File: src/rtl/gpio_pkg.sv
package gpio_pkg;
    localparam int GPIO_PINS   = 8;
    localparam int GPIO_MASK_LO = 2;

    typedef enum logic [0:0] {
        BUS_IDLE   = 1'b0,
        BUS_ACCESS = 1'b1
    } bus_state_e;
endpackage

File: src/rtl/gpio_bus_fsm.sv
module gpio_bus_fsm
    import gpio_pkg::*;
(
    input  logic clk,
    input  logic rst_n,
    input  logic psel,
    input  logic penable,
    input  logic pwrite,
    output logic wr_stb,
    output logic rd_stb
);
    bus_state_e state_q;
    bus_state_e state_d;
    logic       setup_now;

    assign setup_now = psel && !penable;

    always_comb begin
        state_d = BUS_IDLE;
        unique case (state_q)
            BUS_IDLE:   if (setup_now) state_d = BUS_ACCESS;
            BUS_ACCESS: if (setup_now) state_d = BUS_ACCESS;
            default:    state_d = BUS_IDLE;
        endcase
    end

    always_ff @(posedge clk or negedge rst_n) begin
        if (!rst_n) state_q <= BUS_IDLE;
        else        state_q <= state_d;
    end

    always_comb begin
        wr_stb = 1'b0;
        rd_stb = 1'b0;
        if (state_q == BUS_ACCESS && psel && penable) begin
            wr_stb = pwrite;
            rd_stb = !pwrite;
        end
    end

    AST_ACCESS_NEEDS_SETUP: assert property (@(posedge clk) disable iff (!rst_n)
        (state_q == BUS_ACCESS) |-> $past(psel && !penable));
    AST_STROBES_EXCLUSIVE: assert property (@(posedge clk) disable iff (!rst_n)
        !(wr_stb && rd_stb));
endmodule

File: src/rtl/gpio_in_sync.sv
module gpio_in_sync #(
    parameter int WIDTH = 8
) (
    input  logic             clk,
    input  logic             rst_n,
    input  logic [WIDTH-1:0] din,
    output logic [WIDTH-1:0] dout
);
    logic [WIDTH-1:0] meta_q;
    logic [WIDTH-1:0] sync_q;

    for (genvar b = 0; b < WIDTH; b++) begin : g_bit
        always_ff @(posedge clk or negedge rst_n) begin
            if (!rst_n) begin
                meta_q[b] <= 1'b0;
                sync_q[b] <= 1'b0;
            end else begin
                meta_q[b] <= din[b];
                sync_q[b] <= meta_q[b];
            end
        end
    end

    assign dout = sync_q;

    AST_SYNC_TWO_STAGE: assert property (@(posedge clk) disable iff (!rst_n)
        ($past(rst_n) && $past(rst_n, 2)) |-> (dout == $past(din, 2)));
endmodule

File: src/rtl/gpio_port_regs.sv
module gpio_port_regs
    import gpio_pkg::*;
#(
    parameter int ADDR_W     = 12,
    parameter int PINS       = GPIO_PINS,
    parameter int DIR_OFFSET = 'h400
) (
    input  logic              clk,
    input  logic              rst_n,
    input  logic              wr_stb,
    input  logic              rd_stb,
    input  logic [ADDR_W-1:0] addr,
    input  logic [PINS-1:0]   wbyte,
    input  logic [PINS-1:0]   pins_sync,
    output logic [PINS-1:0]   dir_q,
    output logic [PINS-1:0]   out_q,
    output logic [PINS-1:0]   rbyte
);
    localparam int MASK_HI = GPIO_MASK_LO + PINS - 1;
    localparam int WORD_W  = ADDR_W - GPIO_MASK_LO;
    localparam logic [WORD_W-1:0] DIR_WORD = WORD_W'(DIR_OFFSET >> GPIO_MASK_LO);

    logic [PINS-1:0] mask;
    logic            data_sel;
    logic            dir_sel;
    logic [PINS-1:0] live;

    assign mask     = addr[MASK_HI:GPIO_MASK_LO];
    assign data_sel = (addr[ADDR_W-1:MASK_HI+1] == '0);
    assign dir_sel  = (addr[ADDR_W-1:GPIO_MASK_LO] == DIR_WORD);

    always_ff @(posedge clk or negedge rst_n) begin
        if (!rst_n)                 dir_q <= '0;
        else if (wr_stb && dir_sel) dir_q <= wbyte;
    end

    for (genvar j = 0; j < PINS; j++) begin : g_out
        always_ff @(posedge clk or negedge rst_n) begin
            if (!rst_n)                               out_q[j] <= 1'b0;
            else if (wr_stb && data_sel && mask[j])   out_q[j] <= wbyte[j];
        end
        assign live[j] = dir_q[j] ? out_q[j] : pins_sync[j];
    end

    always_comb begin
        rbyte = '0;
        if (rd_stb) begin
            if (data_sel)     rbyte = live & mask;
            else if (dir_sel) rbyte = dir_q;
        end
    end

    AST_DIR_HOLD: assert property (@(posedge clk) disable iff (!rst_n)
        !(wr_stb && dir_sel) |=> $stable(dir_q));
    AST_OUT_UNSEL_KEEP: assert property (@(posedge clk) disable iff (!rst_n)
        (wr_stb && data_sel) |=> ((out_q & ~$past(mask)) == ($past(out_q) & ~$past(mask))));
    AST_OUT_SEL_TAKE: assert property (@(posedge clk) disable iff (!rst_n)
        (wr_stb && data_sel) |=> ((out_q & $past(mask)) == ($past(wbyte) & $past(mask))));
    AST_UNMAPPED_WRITE: assert property (@(posedge clk) disable iff (!rst_n)
        (wr_stb && !data_sel && !dir_sel) |=> ($stable(out_q) && $stable(dir_q)));
    AST_RD_UNSEL_ZERO: assert property (@(posedge clk) disable iff (!rst_n)
        (rd_stb && data_sel) |-> ((rbyte & ~mask) == '0));
    AST_RD_OUTPUT_ECHO: assert property (@(posedge clk) disable iff (!rst_n)
        (rd_stb && data_sel) |-> (((rbyte ^ out_q) & dir_q & mask) == '0));
endmodule

File: src/rtl/gpio_mask_port.sv
module gpio_mask_port
    import gpio_pkg::*;
#(
    parameter int ADDR_W     = 12,
    parameter int DATA_W     = 32,
    parameter int DIR_OFFSET = 'h400
) (
    input  logic              pclk,
    input  logic              presetn,
    input  logic              psel,
    input  logic              penable,
    input  logic              pwrite,
    input  logic [ADDR_W-1:0] paddr,
    input  logic [DATA_W-1:0] pwdata,
    output logic [DATA_W-1:0] prdata,
    output logic              pready,
    output logic              pslverr,
    input  logic [GPIO_PINS-1:0] pin_in,
    output logic [GPIO_PINS-1:0] pin_out,
    output logic [GPIO_PINS-1:0] pin_oe
);
    logic                 wr_stb;
    logic                 rd_stb;
    logic [GPIO_PINS-1:0] pins_sync;
    logic [GPIO_PINS-1:0] rbyte;

    gpio_bus_fsm u_fsm (
        .clk     (pclk),
        .rst_n   (presetn),
        .psel    (psel),
        .penable (penable),
        .pwrite  (pwrite),
        .wr_stb  (wr_stb),
        .rd_stb  (rd_stb)
    );

    gpio_in_sync #(.WIDTH(GPIO_PINS)) u_sync (
        .clk   (pclk),
        .rst_n (presetn),
        .din   (pin_in),
        .dout  (pins_sync)
    );

    gpio_port_regs #(
        .ADDR_W     (ADDR_W),
        .PINS       (GPIO_PINS),
        .DIR_OFFSET (DIR_OFFSET)
    ) u_regs (
        .clk       (pclk),
        .rst_n     (presetn),
        .wr_stb    (wr_stb),
        .rd_stb    (rd_stb),
        .addr      (paddr),
        .wbyte     (pwdata[GPIO_PINS-1:0]),
        .pins_sync (pins_sync),
        .dir_q     (pin_oe),
        .out_q     (pin_out),
        .rbyte     (rbyte)
    );

    assign prdata  = {{(DATA_W-GPIO_PINS){1'b0}}, rbyte};
    assign pready  = 1'b1;
    assign pslverr = 1'b0;

    AST_IDLE_PRDATA_ZERO: assert property (@(posedge pclk) disable iff (!presetn)
        !(psel && penable && !pwrite) |-> (prdata == '0));
endmodule

File: config.mk
export PLATFORM = sky130hd
export DESIGN_NAME = gpio_mask_port
export DESIGN_NICKNAME = d
export VERILOG_FILES = /design/src/rtl/gpio_pkg.sv /design/src/rtl/gpio_bus_fsm.sv /design/src/rtl/gpio_in_sync.sv /design/src/rtl/gpio_port_regs.sv /design/src/rtl/gpio_mask_port.sv
export SDC_FILE = /design/constraint.sdc
export NUM_CORES = 1
export LEC_CHECK = 0
export ABC_AREA = 1
export ABC_CLOCK_PERIOD_IN_PS = 2840
export BUFFER_PORTS_ARGS = -buffer_cell sky130_fd_sc_hd__buf_2
export CAP_MARGIN = 20
export CELL_PAD_IN_SITES_DETAIL_PLACEMENT = 1
export CELL_PAD_IN_SITES_GLOBAL_PLACEMENT = 1
export CORE_MARGIN = 4
export CORE_UTILIZATION = 32
export DETAILED_ROUTE_END_ITERATION = 10
export PLACE_DENSITY = 0.82
export SYNTH_ARGS = -nofsm -noshare
export SYNTH_HDL_FRONTEND = slang
export SYNTH_SLANG_ARGS = --single-unit
File: constraint.sdc
create_clock -name pclk -period 2.84 [get_ports pclk]
set_input_delay 0.426 -clock pclk [delete_from_list [all_inputs] [get_ports pclk]]
set_output_delay 0.426 -clock pclk [all_outputs]
set_load 0.03 [all_outputs]
* Word-level counts from Yosys, hierarchy flattened
Index checks and enable logic that the tools add are counted. W data, S select, Z words.
Operators by class: equal/unequal tests 1, muxes and demuxes 14, reductions and logical operators 16, bitwise gates (word level) 1
Operators with widths (number):
- $mux W8 | 3
- $logic_and A1 B1 Y1 | 13
- $mux W1 | 11
- $eq A10 B9 Y1 const B | 1
- $and A8 B8 Y8 | 1
- $logic_not A1 Y1 | 2
- $logic_not A2 Y1 | 1
Storage, ports and cells: register bits 33, bits of input ports 57, output and inout port bits 50

* Depth between registers and ports, before layout
word-level depth 5, depth in mapped cells 8, gate-level depth less buffers 7

* Modules after synthesis
Synthesis repeated with hierarchy kept, for this count alone.
Unflattened totals: cell total of the unflattened synthesis 214, area total of the unflattened synthesis 1739.2 um^2
Modules (own cells, without submodules):
- gpio_port_regs | cells each 163, area an instance 1087.3 um^2, instances 1
- gpio_in_sync | cells each 16, area an instance 400.4 um^2, instances 1
- gpio_mask_port | cells each 28, area an instance 202.7 um^2, instances 1
- gpio_bus_fsm | cells each 7, area an instance 48.8 um^2, instances 1

* Worst setup path before layout
No wires, ideal clock.
path kind input-to-output, start point in paddr[9], end point out prdata[5], arrival 1.464 ns, slack 0.950 ns, stages on the path 6, data required time 2.414 ns, cell sequence nor2_1 -> nand2_1 -> nor2_4 -> buf_6 -> nand3_1 -> a21oi_1
On the way: cells in the longest elaborated chain, start to end 4
RTL lines:
- start: declaration | RTL line gpio_mask_port.sv:13 | input logic [ADDR_W-1:0] paddr,
- $eq A10 B9 Y1 | RTL line gpio_port_regs.sv:30 | assign dir_sel = (addr[ADDR_W-1:GPIO_MASK_LO] == DIR_WORD);
- $mux W8 | RTL line gpio_port_regs.sv:49 | else if (dir_sel) rbyte = dir_q;
- $mux W8 | RTL line gpio_port_regs.sv:48 | if (data_sel) rbyte = live & mask;
- $mux W8 | RTL line gpio_port_regs.sv:47 | if (rd_stb) begin
- end: declaration | RTL line gpio_mask_port.sv:15 | output logic [DATA_W-1:0] prdata,
No other way between the ends.

* Worst setup path in the final report
start point in paddr[7], end point out prdata[2]
The elaborated chain is that of the path after synthesis.

==> metrics.cfg <==
[outcome]
outcome = finished clean

[floorplanning]
initial_core_util = 0.337
core_um2 = 5240
rows = 26
fp.dieH_um = 82.3
die_area_um2 = 6770
ios = 107
die_w_um = 82.3

[critical_path]
cp-end-kind = primary output
r2r-start = u_fsm.state_q
regToRegSetupSlack_ns = 1.59
path_cells = buf_2 > nor2_1 > nand2_1 > nor2_4 > nand3_1 > a21oi_1 > buf_2
r2r_end = u_regs.out_q[5]
path_max_fanout = 17
reg2regPathDepth = 7
max_stage_delay_ns = 0.35
slowest_stage = nor2_4
crit_required_ns = 2.41
crit_end = prdata[2]
setup.worst_path.class = input port to primary output
cp-start-kind = input port
arrival_ns = 1.65
critPathLaunch = paddr[7]
critical_path.most_common_cell = buf_2

[worst_hold_path]
hp-class = input port to asynchronous set/reset pin

[routing]
viasPerCell = 4.35
routed_wl_um = 4470
dr.pass1.iters = 4
vias = 1497
route.detailed.drc = 0
drtIter0Drc = 45
wire_per_inst_um = 13.0
ant_nets = 0

[power]
swShare = 0.285
ir_drop_uv = 300
power_w = 0.00104
leakagePower_nw = 1.16
powerDensity_nw_per_um2 = 500
switchingPower_w = 0.000297
internal-power_w = 0.000745
seqPwrFrac = 0.481
clock_power_share = 0.370
combPwrFrac = 0.149

[final_layout]
final_core_util = 0.398
final_common_cell = nand2_1
area_growth_pct = 18.1
drive_above_1_share = 0.263
n_antenna_cell = 0
final_cell_mix = nand2_1 (65), buf_2 (54), dfrtp_1 (33)
fin_nets = 330

[global_routing]
grt_first_pass_wirelength_um = 7250
globalRouteOverflowTotal = 0
grt_pass1_vias = 1531
grt_max_degree = 34
grt.total_usage = 0.142
antenna_found_initial = 0

[sta]
worstMarginPinSlew_ns = 0.743
finalCritPeriodShare = 0.732
slew_headroom = 0.504
skew_ns = 0.00459
hold_viol = 0
hold_slack_ns = 0.213
finalSetupViolations = 0
fin_ws_ns = 0.762
rsz0062_at_grt = no
fmax_mhz = 481
layout_min_cycle_time_ns = 2.08
drv_slew = 0
setup_tns_ns = 0

[clock_tree]
holdBufCountCts = 0
htree_levels = 2
numCtsBuffers = 5
path_clk_slew_ns = 0.07
cts_resized = 0
cts_tree = done
cts_setup_buffers = 0
clockBufferDepth = 2
clk-insertion-delay-late_ns = 0.28
clock_sinks = 33
cts_root_buffer = clkbuf_8

[synthesis]
synthDistinctLibCells = 18
yosys_warnings = 0
ys_ff_latch = 33
avgSynthCellArea_um2 = 8.14
seq_area_frac_synth = 0.468
synthCells = 217
syn_area_um2 = 1770

[flow_run]
max_cap_viol_count = 0

[place]
io_buffers = 54
place_congestion = 0.766
hpwlAfterDp_um = 3350
dp_slack_ns = 0.752

## per-stage QoR
| stage | cells | instance area, um2 |
|---|---|---|
| detailed placement | 336 | 1980 |
| CTS | 344 | 2090 |
| global placement | 336 | 1980 |
| global route | 344 | 2090 |
| finish | 344 | 2090 |
| floorplan | 241 | 1860 |
## registers in the layout, summed over array words and instances (netlist names)
signal	cells
u_sync.meta_q	8
u_sync.dout	8
u_regs.dir_q	8
u_fsm.state_q	1
u_regs.out_q	8
## layer usage
| metal | vias up | GRT usage | part of all wire |
|---|---|---|---|
| met5 | - | 0 | 0 |
| met4 | 0 | 0.0399 | 0.010 |
| met1 | 706 | 0.178 | 0.42 |
| li1 | 734 | - | - |
| met2 | 53 | 0.243 | 0.49 |
| met3 | 4 | 0.0336 | 0.078 |
## cells in the mapped netlist
cell type,number,area share
a21oi_1,8,0.023
inv_2,1,0.0021
buf_6,3,0.019
conb_1,2,0.0043
nand2_4,1,0.0064
dfrtp_1,33,0.47
nor2_1,3,0.0064
clkinv_2,1,0.0028
o21ai_0,5,0.014
nor2_4,3,0.019
inv_1,30,0.064
nand4_1,8,0.028
buf_4,26,0.11
nand3_1,24,0.068
nand2_1,65,0.14
nor2_8,1,0.011
nor2_2,1,0.0035
nand3_2,2,0.011
## power groups by stage
stage                     logic, W  clock network [W]  registers [W]
final                     0.000156           0.000385       0.000501
after global routing      0.000172           0.000432       0.000504
after detailed placement  0.000158                  0       0.000511
after floorplan           0.000109                  0       0.000527
after global placement    0.000154                  0       0.000509
after CTS                 0.000158           0.000407       0.000501
## cell families (layout without fill, tap and decap cells)
group,after synthesis,after routing,share of synthesized area
AOI/OAI and AO/OA,13,13,0.0369
buffers and inverters,61,94,0.198
DFF,33,33,0.468
other,2,26,0.00425
and+or+nand+nor,108,108,0.293
## worst min-delay path by stage
stage                                 from               end  slack, ns  cells past startpoint
after detailed placement  u_sync.meta_q[5]    u_sync.dout[5]       0.34                      0
after floorplan                    presetn     u_fsm.state_q       0.13                      0
after global routing             pin_in[2]  u_sync.meta_q[2]       0.23                      1
after global placement    u_sync.meta_q[5]    u_sync.dout[5]       0.33                      0
final                              presetn   u_regs.out_q[4]       0.21                      1
after CTS                        pin_in[3]  u_sync.meta_q[3]       0.23                      1
## cell type report
cell class / instances / area [um2]
fill: 694 / 3150
sequential: 33 / 826
multi-input combinational: 147 / 679
timing repair buffer: 54 / 270
inverter: 32 / 121
clock buffer: 7 / 96.3
tap: 70 / 87.6
clock inverter: 1 / 5.00
## critical path, delay by kind of cell
kind | cells | cell delay [ns]
buffers and inverters | 2 | 0.34
AOI/OAI and AO/OA | 1 | 0.16
and+or+nand+nor | 4 | 0.71
No activity file was read; power rests on OpenSTA's default activity.
